`src/rtl/tmr_pkg.sv`:
```
package tmr_pkg;

  localparam int MODE_W = 3;

  typedef enum logic [2:0] {
    A_LOAD_LO = 3'd0,
    A_CNT_HI  = 3'd1,
    A_MODE    = 3'd2,
    A_CTRL    = 3'd3,
    A_IRQ     = 3'd4
  } tmr_addr_e;

  // log2 of the prescaler ratio for each mode code
  function automatic logic [4:0] pre_exp(input logic [MODE_W-1:0] m);
    logic [4:0] e;
    case (m)
      3'd0:    e = 5'd11;
      3'd1:    e = 5'd9;
      3'd2:    e = 5'd7;
      3'd3:    e = 5'd5;
      3'd4:    e = 5'd3;
      3'd5:    e = 5'd2;
      3'd6:    e = 5'd1;
      default: e = 5'd0;
    endcase
    return e;
  endfunction

endpackage

```
`src/rtl/tmr_src_sel.sv`:
```
module tmr_src_sel #(
  parameter int DIV         = 4,
  parameter int SYNC_STAGES = 2
) (
  input  logic clk,
  input  logic rst_n,
  input  logic clr,
  input  logic ext_pin,
  input  logic use_ext,
  input  logic fall_edge,
  output logic ext_edge,
  output logic src_tick
);
  localparam int DIV_W = (DIV > 2) ? $clog2(DIV) : 1;

  logic [DIV_W-1:0]     div_q;
  logic                 div_tick;
  logic [SYNC_STAGES:0] sync_q;
  logic                 s_new, s_old;

  assign div_tick = (div_q == DIV_W'(DIV - 1));

  always_ff @(posedge clk or negedge rst_n) begin
    if (!rst_n)        div_q <= '0;
    else if (clr)      div_q <= '0;
    else if (div_tick) div_q <= '0;
    else               div_q <= div_q + 1'b1;
  end

  always_ff @(posedge clk or negedge rst_n) begin
    if (!rst_n) sync_q <= '0;
    else        sync_q <= {sync_q[SYNC_STAGES-1:0], ext_pin};
  end

  assign s_new    = sync_q[SYNC_STAGES-1];
  assign s_old    = sync_q[SYNC_STAGES];
  assign ext_edge = fall_edge ? (s_old & ~s_new) : (s_new & ~s_old);
  assign src_tick = use_ext ? ext_edge : div_tick;

  // a counted pin edge lasts one cycle
  a_r7_edge_single: assert property (@(posedge clk) disable iff (!rst_n)
    ext_edge |=> !ext_edge);

  // the internal source pulses are spaced DIV cycles apart
  a_r3_div_spacing: assert property (@(posedge clk) disable iff (!rst_n)
    (div_tick && !clr) |=> !div_tick);

endmodule

```
`src/rtl/tmr_prescaler.sv`:
```
module tmr_prescaler
  import tmr_pkg::*;
#(
  parameter int PRE_W = 11
) (
  input  logic              clk,
  input  logic              rst_n,
  input  logic              clr,
  input  logic [MODE_W-1:0] mode,
  input  logic              src_tick,
  output logic              pre_tick
);
  logic [PRE_W-1:0] pcnt_q;
  logic [PRE_W-1:0] mask;

  assign mask     = PRE_W'((32'd1 << pre_exp(mode)) - 32'd1);
  assign pre_tick = src_tick && ((pcnt_q & mask) == mask);

  always_ff @(posedge clk or negedge rst_n) begin
    if (!rst_n)        pcnt_q <= '0;
    else if (clr)      pcnt_q <= '0;
    else if (src_tick) pcnt_q <= pcnt_q + 1'b1;
  end

  // a prescaled step needs a source pulse
  a_r4_needs_src: assert property (@(posedge clk) disable iff (!rst_n)
    pre_tick |-> src_tick);

  // ratio 1 passes every source pulse
  a_r4_ratio_one: assert property (@(posedge clk) disable iff (!rst_n)
    (mode == 3'd7 && src_tick) |-> pre_tick);

endmodule

```
`src/rtl/tmr_counter.sv`:
```
module tmr_counter #(
  parameter int NIB_W = 4
) (
  input  logic               clk,
  input  logic               rst_n,
  input  logic               commit,
  input  logic [2*NIB_W-1:0] commit_val,
  input  logic               cnt_tick,
  input  logic               rd_hi,
  output logic [2*NIB_W-1:0] cnt,
  output logic [NIB_W-1:0]   rd_lat,
  output logic               ovf
);
  localparam int CNT_W = 2 * NIB_W;

  logic [CNT_W-1:0] cnt_q, reload_q;
  logic [NIB_W-1:0] lat_q;
  logic             step;

  assign step = cnt_tick && !commit;
  assign ovf  = step && (cnt_q == {CNT_W{1'b1}});

  always_ff @(posedge clk or negedge rst_n) begin
    if (!rst_n) begin
      cnt_q    <= '0;
      reload_q <= '0;
    end else if (commit) begin
      cnt_q    <= commit_val;
      reload_q <= commit_val;
    end else if (ovf) begin
      cnt_q    <= reload_q;
    end else if (step) begin
      cnt_q    <= cnt_q + 1'b1;
    end
  end

  always_ff @(posedge clk or negedge rst_n) begin
    if (!rst_n)     lat_q <= '0;
    else if (rd_hi) lat_q <= cnt_q[NIB_W-1:0];
  end

  assign cnt    = cnt_q;
  assign rd_lat = lat_q;

  // a load places the committed byte in the counter
  a_r2_commit: assert property (@(posedge clk) disable iff (!rst_n)
    commit |=> cnt_q == $past(commit_val));

  // a rollover step restores the reload value
  a_r5_reload: assert property (@(posedge clk) disable iff (!rst_n)
    ovf |=> cnt_q == $past(reload_q));

  // no step and no load leaves the count unchanged
  a_r3_hold: assert property (@(posedge clk) disable iff (!rst_n)
    (!cnt_tick && !commit) |=> $stable(cnt_q));

  // a high read captures the low nibble seen in that cycle
  a_r8_latch: assert property (@(posedge clk) disable iff (!rst_n)
    rd_hi |=> lat_q == $past(cnt_q[NIB_W-1:0]));

endmodule

```
`src/rtl/reload_timer8.sv`:
```
module reload_timer8
  import tmr_pkg::*;
#(
  parameter int ADDR_W      = 3,
  parameter int NIB_W       = 4,
  parameter int PRE_W       = 11,
  parameter int CLK_DIV     = 4,
  parameter int SYNC_STAGES = 2
) (
  input  logic              clk,
  input  logic              rst_n,
  input  logic [ADDR_W-1:0] reg_addr,
  input  logic [NIB_W-1:0]  reg_wdata,
  input  logic              reg_wr,
  input  logic              reg_rd,
  output logic [NIB_W-1:0]  reg_rdata,
  input  logic              ext_cnt_pin,
  output logic              irq_req
);
  localparam int CNT_W = 2 * NIB_W;

  logic [NIB_W-1:0]  lo_stage_q;
  logic [MODE_W-1:0] mode_q;
  logic              fall_q, ext_q, irq_q;

  logic              wr_lo, commit, wr_mode, wr_ctrl, irq_clr, rd_hi;
  logic              ext_edge, src_tick, pre_tick, cnt_ovf;
  logic [CNT_W-1:0]  cnt;
  logic [NIB_W-1:0]  rd_lat;

  assign wr_lo   = reg_wr && (reg_addr == ADDR_W'(A_LOAD_LO));
  assign commit  = reg_wr && (reg_addr == ADDR_W'(A_CNT_HI));
  assign wr_mode = reg_wr && (reg_addr == ADDR_W'(A_MODE));
  assign wr_ctrl = reg_wr && (reg_addr == ADDR_W'(A_CTRL));
  assign irq_clr = reg_wr && (reg_addr == ADDR_W'(A_IRQ)) && !reg_wdata[0];
  assign rd_hi   = reg_rd && (reg_addr == ADDR_W'(A_CNT_HI));

  always_ff @(posedge clk or negedge rst_n) begin
    if (!rst_n) begin
      lo_stage_q <= '0;
      mode_q     <= '0;
      fall_q     <= 1'b0;
      ext_q      <= 1'b0;
    end else begin
      if (wr_lo)   lo_stage_q <= reg_wdata;
      if (wr_mode) mode_q     <= reg_wdata[MODE_W-1:0];
      if (wr_ctrl) begin
        fall_q <= reg_wdata[0];
        ext_q  <= reg_wdata[1];
      end
    end
  end

  // set has priority over a clear in the same cycle
  always_ff @(posedge clk or negedge rst_n) begin
    if (!rst_n)       irq_q <= 1'b0;
    else if (cnt_ovf) irq_q <= 1'b1;
    else if (irq_clr) irq_q <= 1'b0;
  end

  assign irq_req = irq_q;

  tmr_src_sel #(.DIV(CLK_DIV), .SYNC_STAGES(SYNC_STAGES)) u_src (
    .clk(clk), .rst_n(rst_n), .clr(commit), .ext_pin(ext_cnt_pin),
    .use_ext(ext_q), .fall_edge(fall_q), .ext_edge(ext_edge), .src_tick(src_tick)
  );

  tmr_prescaler #(.PRE_W(PRE_W)) u_pre (
    .clk(clk), .rst_n(rst_n), .clr(commit), .mode(mode_q),
    .src_tick(src_tick), .pre_tick(pre_tick)
  );

  tmr_counter #(.NIB_W(NIB_W)) u_cnt (
    .clk(clk), .rst_n(rst_n), .commit(commit),
    .commit_val({reg_wdata, lo_stage_q}), .cnt_tick(pre_tick),
    .rd_hi(rd_hi), .cnt(cnt), .rd_lat(rd_lat), .ovf(cnt_ovf)
  );

  always_comb begin
    reg_rdata = '0;
    case (reg_addr)
      ADDR_W'(A_LOAD_LO): reg_rdata = rd_lat;
      ADDR_W'(A_CNT_HI):  reg_rdata = cnt[CNT_W-1:NIB_W];
      ADDR_W'(A_MODE):    reg_rdata = NIB_W'(mode_q);
      ADDR_W'(A_CTRL):    reg_rdata = NIB_W'({ext_q, fall_q});
      ADDR_W'(A_IRQ):     reg_rdata = NIB_W'(irq_q);
      default:            reg_rdata = '0;
    endcase
  end

  // a rollover raises the request
  a_r6_irq_set: assert property (@(posedge clk) disable iff (!rst_n)
    cnt_ovf |=> irq_req);

  // the request persists until a clear write
  a_r6_irq_hold: assert property (@(posedge clk) disable iff (!rst_n)
    (irq_req && !irq_clr) |=> irq_req);

  // the request rises only from a rollover
  a_r6_no_spurious: assert property (@(posedge clk) disable iff (!rst_n)
    (!irq_req && !cnt_ovf) |=> !irq_req);

  // the mode field keeps its value between mode writes
  a_r9_mode_hold: assert property (@(posedge clk) disable iff (!rst_n)
    !wr_mode |=> $stable(mode_q));

endmodule

```
`config.mk`:
```
export PLATFORM = sky130hd
export DESIGN_NAME = reload_timer8
export DESIGN_NICKNAME = d
export VERILOG_FILES = /design/src/rtl/tmr_pkg.sv /design/src/rtl/tmr_src_sel.sv /design/src/rtl/tmr_prescaler.sv /design/src/rtl/tmr_counter.sv /design/src/rtl/reload_timer8.sv
export SDC_FILE = /design/constraint.sdc
export NUM_CORES = 1
export LEC_CHECK = 0
export BUFFER_PORTS_ARGS = -buffer_cell sky130_fd_sc_hd__buf_2
export CELL_PAD_IN_SITES_DETAIL_PLACEMENT = 0
export CELL_PAD_IN_SITES_GLOBAL_PLACEMENT = 1
export CORE_MARGIN = 3
export CORE_UTILIZATION = 52
export DETAILED_ROUTE_END_ITERATION = 7
export PLACE_DENSITY = 0.8
export SYNTH_ARGS = -nofsm -noshare
export SYNTH_HDL_FRONTEND = slang
export SYNTH_HIERARCHICAL = 1
export SYNTH_SLANG_ARGS = --single-unit
```
`constraint.sdc`:
```
create_clock -name clk -period 6.8 [get_ports clk]
set_input_delay 0 -clock clk [delete_from_list [all_inputs] [get_ports clk]]
set_output_delay 0 -clock clk [all_outputs]
set_load 0.005 [all_outputs]
```
# After elaboration in Yosys (flattened, before gate mapping)
# Cells that the tools add are included.
# W data, S select, Z words.
# totals
rom_bits	0
register_bits	46
mem_bits_rw	0
latchBits	0
n_memories	0
# classes
n_addsub	4
n_shift	1
muxes	13
eq_ne	13
n_reduce_logical	17
n_bitwise	5
n_mul	0
order_cmp	0
div_mod_pow	0
# op_table
operator	count
$pmux W4 S7	1
$mux W8	3
$mux W11	2
$pmux W4 S5	1
$eq A3 B2 Y1 const B	4
$eq A3 B3 Y1 const B	4
$add A11 B1 Y11 const B	1
$and A11 B11 Y11	1
$eq A11 B11 Y1	1
$shl A1 B4 Y11 const A	1
$sub A11 B1 Y11 const B	1
$logic_and A1 B1 Y1	10
$add A8 B1 Y8 const B	1
$eq A8 B8 Y1 const B	1
$eq A3 B1 Y1 const B	2
$logic_not A3 Y1	2
$mux W1	4
$mux W2	2
$reduce_bool A2 Y1	2
$reduce_bool A3 Y1	1
$add A2 B1 Y2 const B	1
$and A1 B1 Y1	2
$eq A2 B2 Y1 const B	1
$logic_not A1 Y1	2
$not A1 Y1	2

# Depth between registers and ports, before layout
# logic_depth
word_depth	11
mapped_depth	13
mapped_depth_nobuf	11

# By module
# The synthesis kept the hierarchy.
# by_module_without_submodules
module	n_inst	area_each_um2	seq_area_each_um2	cells_each
tmr_counter	1	947.2	500.5	79
tmr_prescaler	1	723.2	275.3	79
reload_timer8	1	583.1	250.2	45
tmr_src_sel	1	178.9	125.1	13

# Least setup slack after synthesis
# Ideal clock, no wire load.
# synth_path
path_type	flip-flop to flip-flop
start	register fall_q
end	register u_cnt.cnt_q[0], in the netlist u_cnt/cnt[0]
stages_incl_launch_ff	13
setup_ns	0.127
slack_ns	3.830
path_buffers	2
required_time_ns	6.673
arrival_ns	2.843
cell_sequence	dfrtp_1 -> or3b_1 -> a31oi_1 -> buf_4 -> o21ai_0 -> nor4_1 -> o211ai_1 -> a311oi_1 -> and3_4 -> and4bb_4 -> buf_6 -> nor3_1 -> nand3b_1
# synth_via
elab_chain_cells	7
word_cells_on_any_way	8
# synth_lines
item	line_no	source
start: declaration	reload_timer8.sv:24	logic fall_q, ext_q, irq_q;
start signal: assignment	reload_timer8.sv:48	fall_q <= reg_wdata[0];
$mux W1 *	tmr_src_sel.sv:37	assign ext_edge = fall_edge ? (s_old & ~s_new) : (s_new & ~s_old);
$mux W1 *	tmr_src_sel.sv:38	assign src_tick = use_ext ? ext_edge : div_tick;
named net src_tick	reload_timer8.sv:27	logic ext_edge, src_tick, pre_tick, cnt_ovf;
$logic_and A1 B1 Y1 *	tmr_prescaler.sv:17	assign pre_tick = src_tick && ((pcnt_q & mask) == mask);
named net pre_tick	reload_timer8.sv:27	
$logic_and A1 B1 Y1 *	tmr_counter.sv:20	assign step = cnt_tick && !commit;
$logic_and A1 B1 Y1 *	tmr_counter.sv:21	assign ovf = step && (cnt_q == {CNT_W{1'b1}});
named net cnt_ovf	reload_timer8.sv:27	
$mux W8	tmr_counter.sv:30	end else if (ovf) begin
$mux W8	tmr_counter.sv:27	end else if (commit) begin
end signal: assignment	tmr_counter.sv:28	cnt_q <= commit_val;
end signal: assignment	tmr_counter.sv:31	cnt_q <= reload_q;
end signal: assignment	tmr_counter.sv:33	cnt_q <= cnt_q + 1'b1;
end: declaration	tmr_counter.sv:16	logic [CNT_W-1:0] cnt_q, reload_q;
# The timed path passes the listed nets; every way through them passes the cells marked *.
# A chain may end at the register's enable or synchronous reset.

# Worst setup path after layout
# layout_path
start	register fall_q
end	register u_cnt.cnt_q[1], in the netlist u_cnt/cnt[1]
# Same word-level chain as after synthesis.

==> summary.txt <==
CTS
  • CTS HTree Levels: 2
  • Root Buffer: clkbuf_8
  • Postcts setup bufs: 0
  • CTS tree: built
  • Worst skew pair latency: 310 ps
  • CTS Buf Count: 5
  • Clock tree sinks: 46
  • Worst-path clk slew: 90 ps
  • CTS Buffer Depth: 2

Final layout
  • Non-filler cells, final: 286
  • Ant diodes: 0
  • Area grow syn2layout: 9.377%
  • Seq. cell area: 1151 um^2
  • Fillers: 372
  • Most frequent cells in the layout: dfrtp_1, nor2_1, mux2_2, buf_2, nand2_1
  • Most common cell after layout, fill and taps aside: dfrtp_1
  • Final #Nets: 249
  • Area of the multi-input gates: 1171 um^2
  • Layout cell share with drive strength beyond 1: 21.37%

Drt
  • First-pass DRT Iterations: 4
  • Post-DRT Antenna Nets: 0
  • Vias per Instance: 6.073
  • WL per Instance: 16.28 um
  • DRC viols: 0
  • Total vias in the final route: 1737
  • Routed WL: 4657 um
  • DR iter-0 viols: 71

Timing
  • Fin. Hold Viols: 0
  • Max Slew Vio Count: 0
  • Worst clock skew: 13.82 ps
  • Period utilization: 54.53%
  • Worst-Margin Slew: 998.2 ps
  • Final Setup Violations: 0
  • Final worst slack: 3092 ps
  • Fmax: 269.7 MHz
  • Slew HR: 33.46%
  • Total Neg Setup Slack: 0 ps
  • RSZ-0062 raised after global routing: false
  • Fin crit period: 3708 ps

Power
  • Pwr Density: 302.7 nW/um^2
  • Power share of the sequential group: 52.3%
  • Gate power share: 22.1%
  • Final total power: 804.0 uW
  • P_sw: 254.7 uW
  • Internal power: 549.2 uW
  • Peak supply drop: 0.1383 mV
  • Switching share of power: 31.68%
  • Clock share of power: 25.7%
  • Leak: 0.001161 uW

Die
  • Num rows: 24
  • Core area: 4444 um^2
  • Total die area: 5526 um^2
  • Die H: 74.34 um
  • Die W: 74.34 um
  • Initial Utilization: 54.65%
  • Boundary Pins: 17

Outcome
  • Status: finished clean

Place
  • Post-detail-place hpwl: 3290 um
  • Placed insts: 273
  • Post-Place Setup Slack: 3114 ps
  • Port bufs: 16
  • Routability Congestion: 0.8250

Worst setup path
  • Worst Setup SP: fall_q$_DFFE_PN0P_
  • Worst reg2reg startpoint: fall_q$_DFFE_PN0P_
  • CP peak stage delay: 630 ps
  • Max Fanout on Critical Path: 12
  • Arr. time, crit path: 3910 ps
  • Crit-path slowest cell: a311oi_1
  • Setup CP Type: flop to flop
  • Critical path launch point type: flop
  • Required time of the critical path: 7000 ps
  • Crit end category: flop
  • Crit path cell chain: or3b_1 > a31oi_1 > o21ai_0 > nor4_1 > o211ai_1 > a311oi_1 > and3_4 > and4bb_4 > mux2i_1 > o21ai_1

Min path
  • Hold wc startpoint: reg_wdata[0]
  • Hold Crit Class: primary input to flop

Global route
  • Initial antenna violation count: 0
  • First-pass GRT wire length: 7872 um
  • Grt ovf: 0
  • Largest net degree at the start of global routing: 47
  • Total track usage: 18.68%
  • Vias in the first global route: 1627

Synthesis
  • Post-synthesis cell area: 2429 um^2
  • Yosys warns: 6
  • Post-synthesis area per instance: 11.30 um^2
  • Synth Net Count: 231
  • Synth Instances: 215

Flow run
  • Max cap viols: 0
[power groups by stage]
stage               clock network [uW]  registers [uW]  logic (uW)
floorplan                            0             394         158
global route                       221             432         205
CTS                                214             421         179
detailed placement                   0             425         177
finish                             206             420         177
global placement                     0             423         167
[sequential cells by signal, indices dropped and copies added (netlist names), 2 cells and up]
signal / flops
u_cnt/reload_q: 8
u_src/div_q: 2
u_cnt/rd_lat: 4
u_cnt/cnt: 8
mode_q: 3
u_pre/pcnt_q: 11
u_src/sync_q: 3
lo_stage_q: 4
[layout make-up]
type	instances	area share (%)
Timing Repair Buffer	22	5.181
Clock inverter	3	1.649
Sequential cell	46	43.33
Multi-Input combinational cell	153	44.09
Clock buffer	5	2.591
Tap cell	52	2.449
Inverter	5	0.7065
[layer usage]
metal	vias to the layer above	GRT usage, %	wire length (um)	part of all wire, %
li1	823	-	-	-
met1	872	27.29	2287	49
met2	36	27.07	2130	46
met3	6	5.405	201	4.3
met4	0	5.534	37	0.79
met5	-	0	0	0
[metrics by stage]
stage | instance area, um^2 | hold WS, ps | utilization (%)
6_report | 2656 | 13.02 | 59.77
5_1_grt | 2656 | 28.99 | 59.77
4_1_cts | 2656 | 2.902 | 59.77
3_5_place_dp | 2494 | 110.9 | 56.11
3_3_place_gp | 2494 | 111.4 | 56.11
2_1_floorplan | 2429 | -295.6 | -
[final timing paths]
path / slack (ps) / cells past startpoint / end
min in group asynchronous: 400 / 2 / u_src/div_q[0]$_DFF_PN0_
max: 3090 / 10 / u_cnt/cnt[1]$_DFFE_PN0P_
min: 10 / 3 / u_cnt/cnt[4]$_DFFE_PN0P_
max in group asynchronous: 5780 / 2 / u_cnt/cnt[6]$_DFFE_PN0P_
min reg2reg: 380 / 0 / u_src/sync_q[1]$_DFF_PN0_
max reg2reg: 3090 / 10 / u_cnt/cnt[1]$_DFFE_PN0P_
[what timing repair did]
action	in CTS	in global routing
hold buffers	5	0
hold endpoints to repair	56	0
gates resized for setup	0	0
[critical path: cells and delay by family, from the launching register on]
family / cells / cell delay [ps]
mux: 1 / 200
simple gates: 4 / 1350
flops: 1 / 410
compound gates: 5 / 1620
Note: power is estimated with default switching activity, not from simulation.
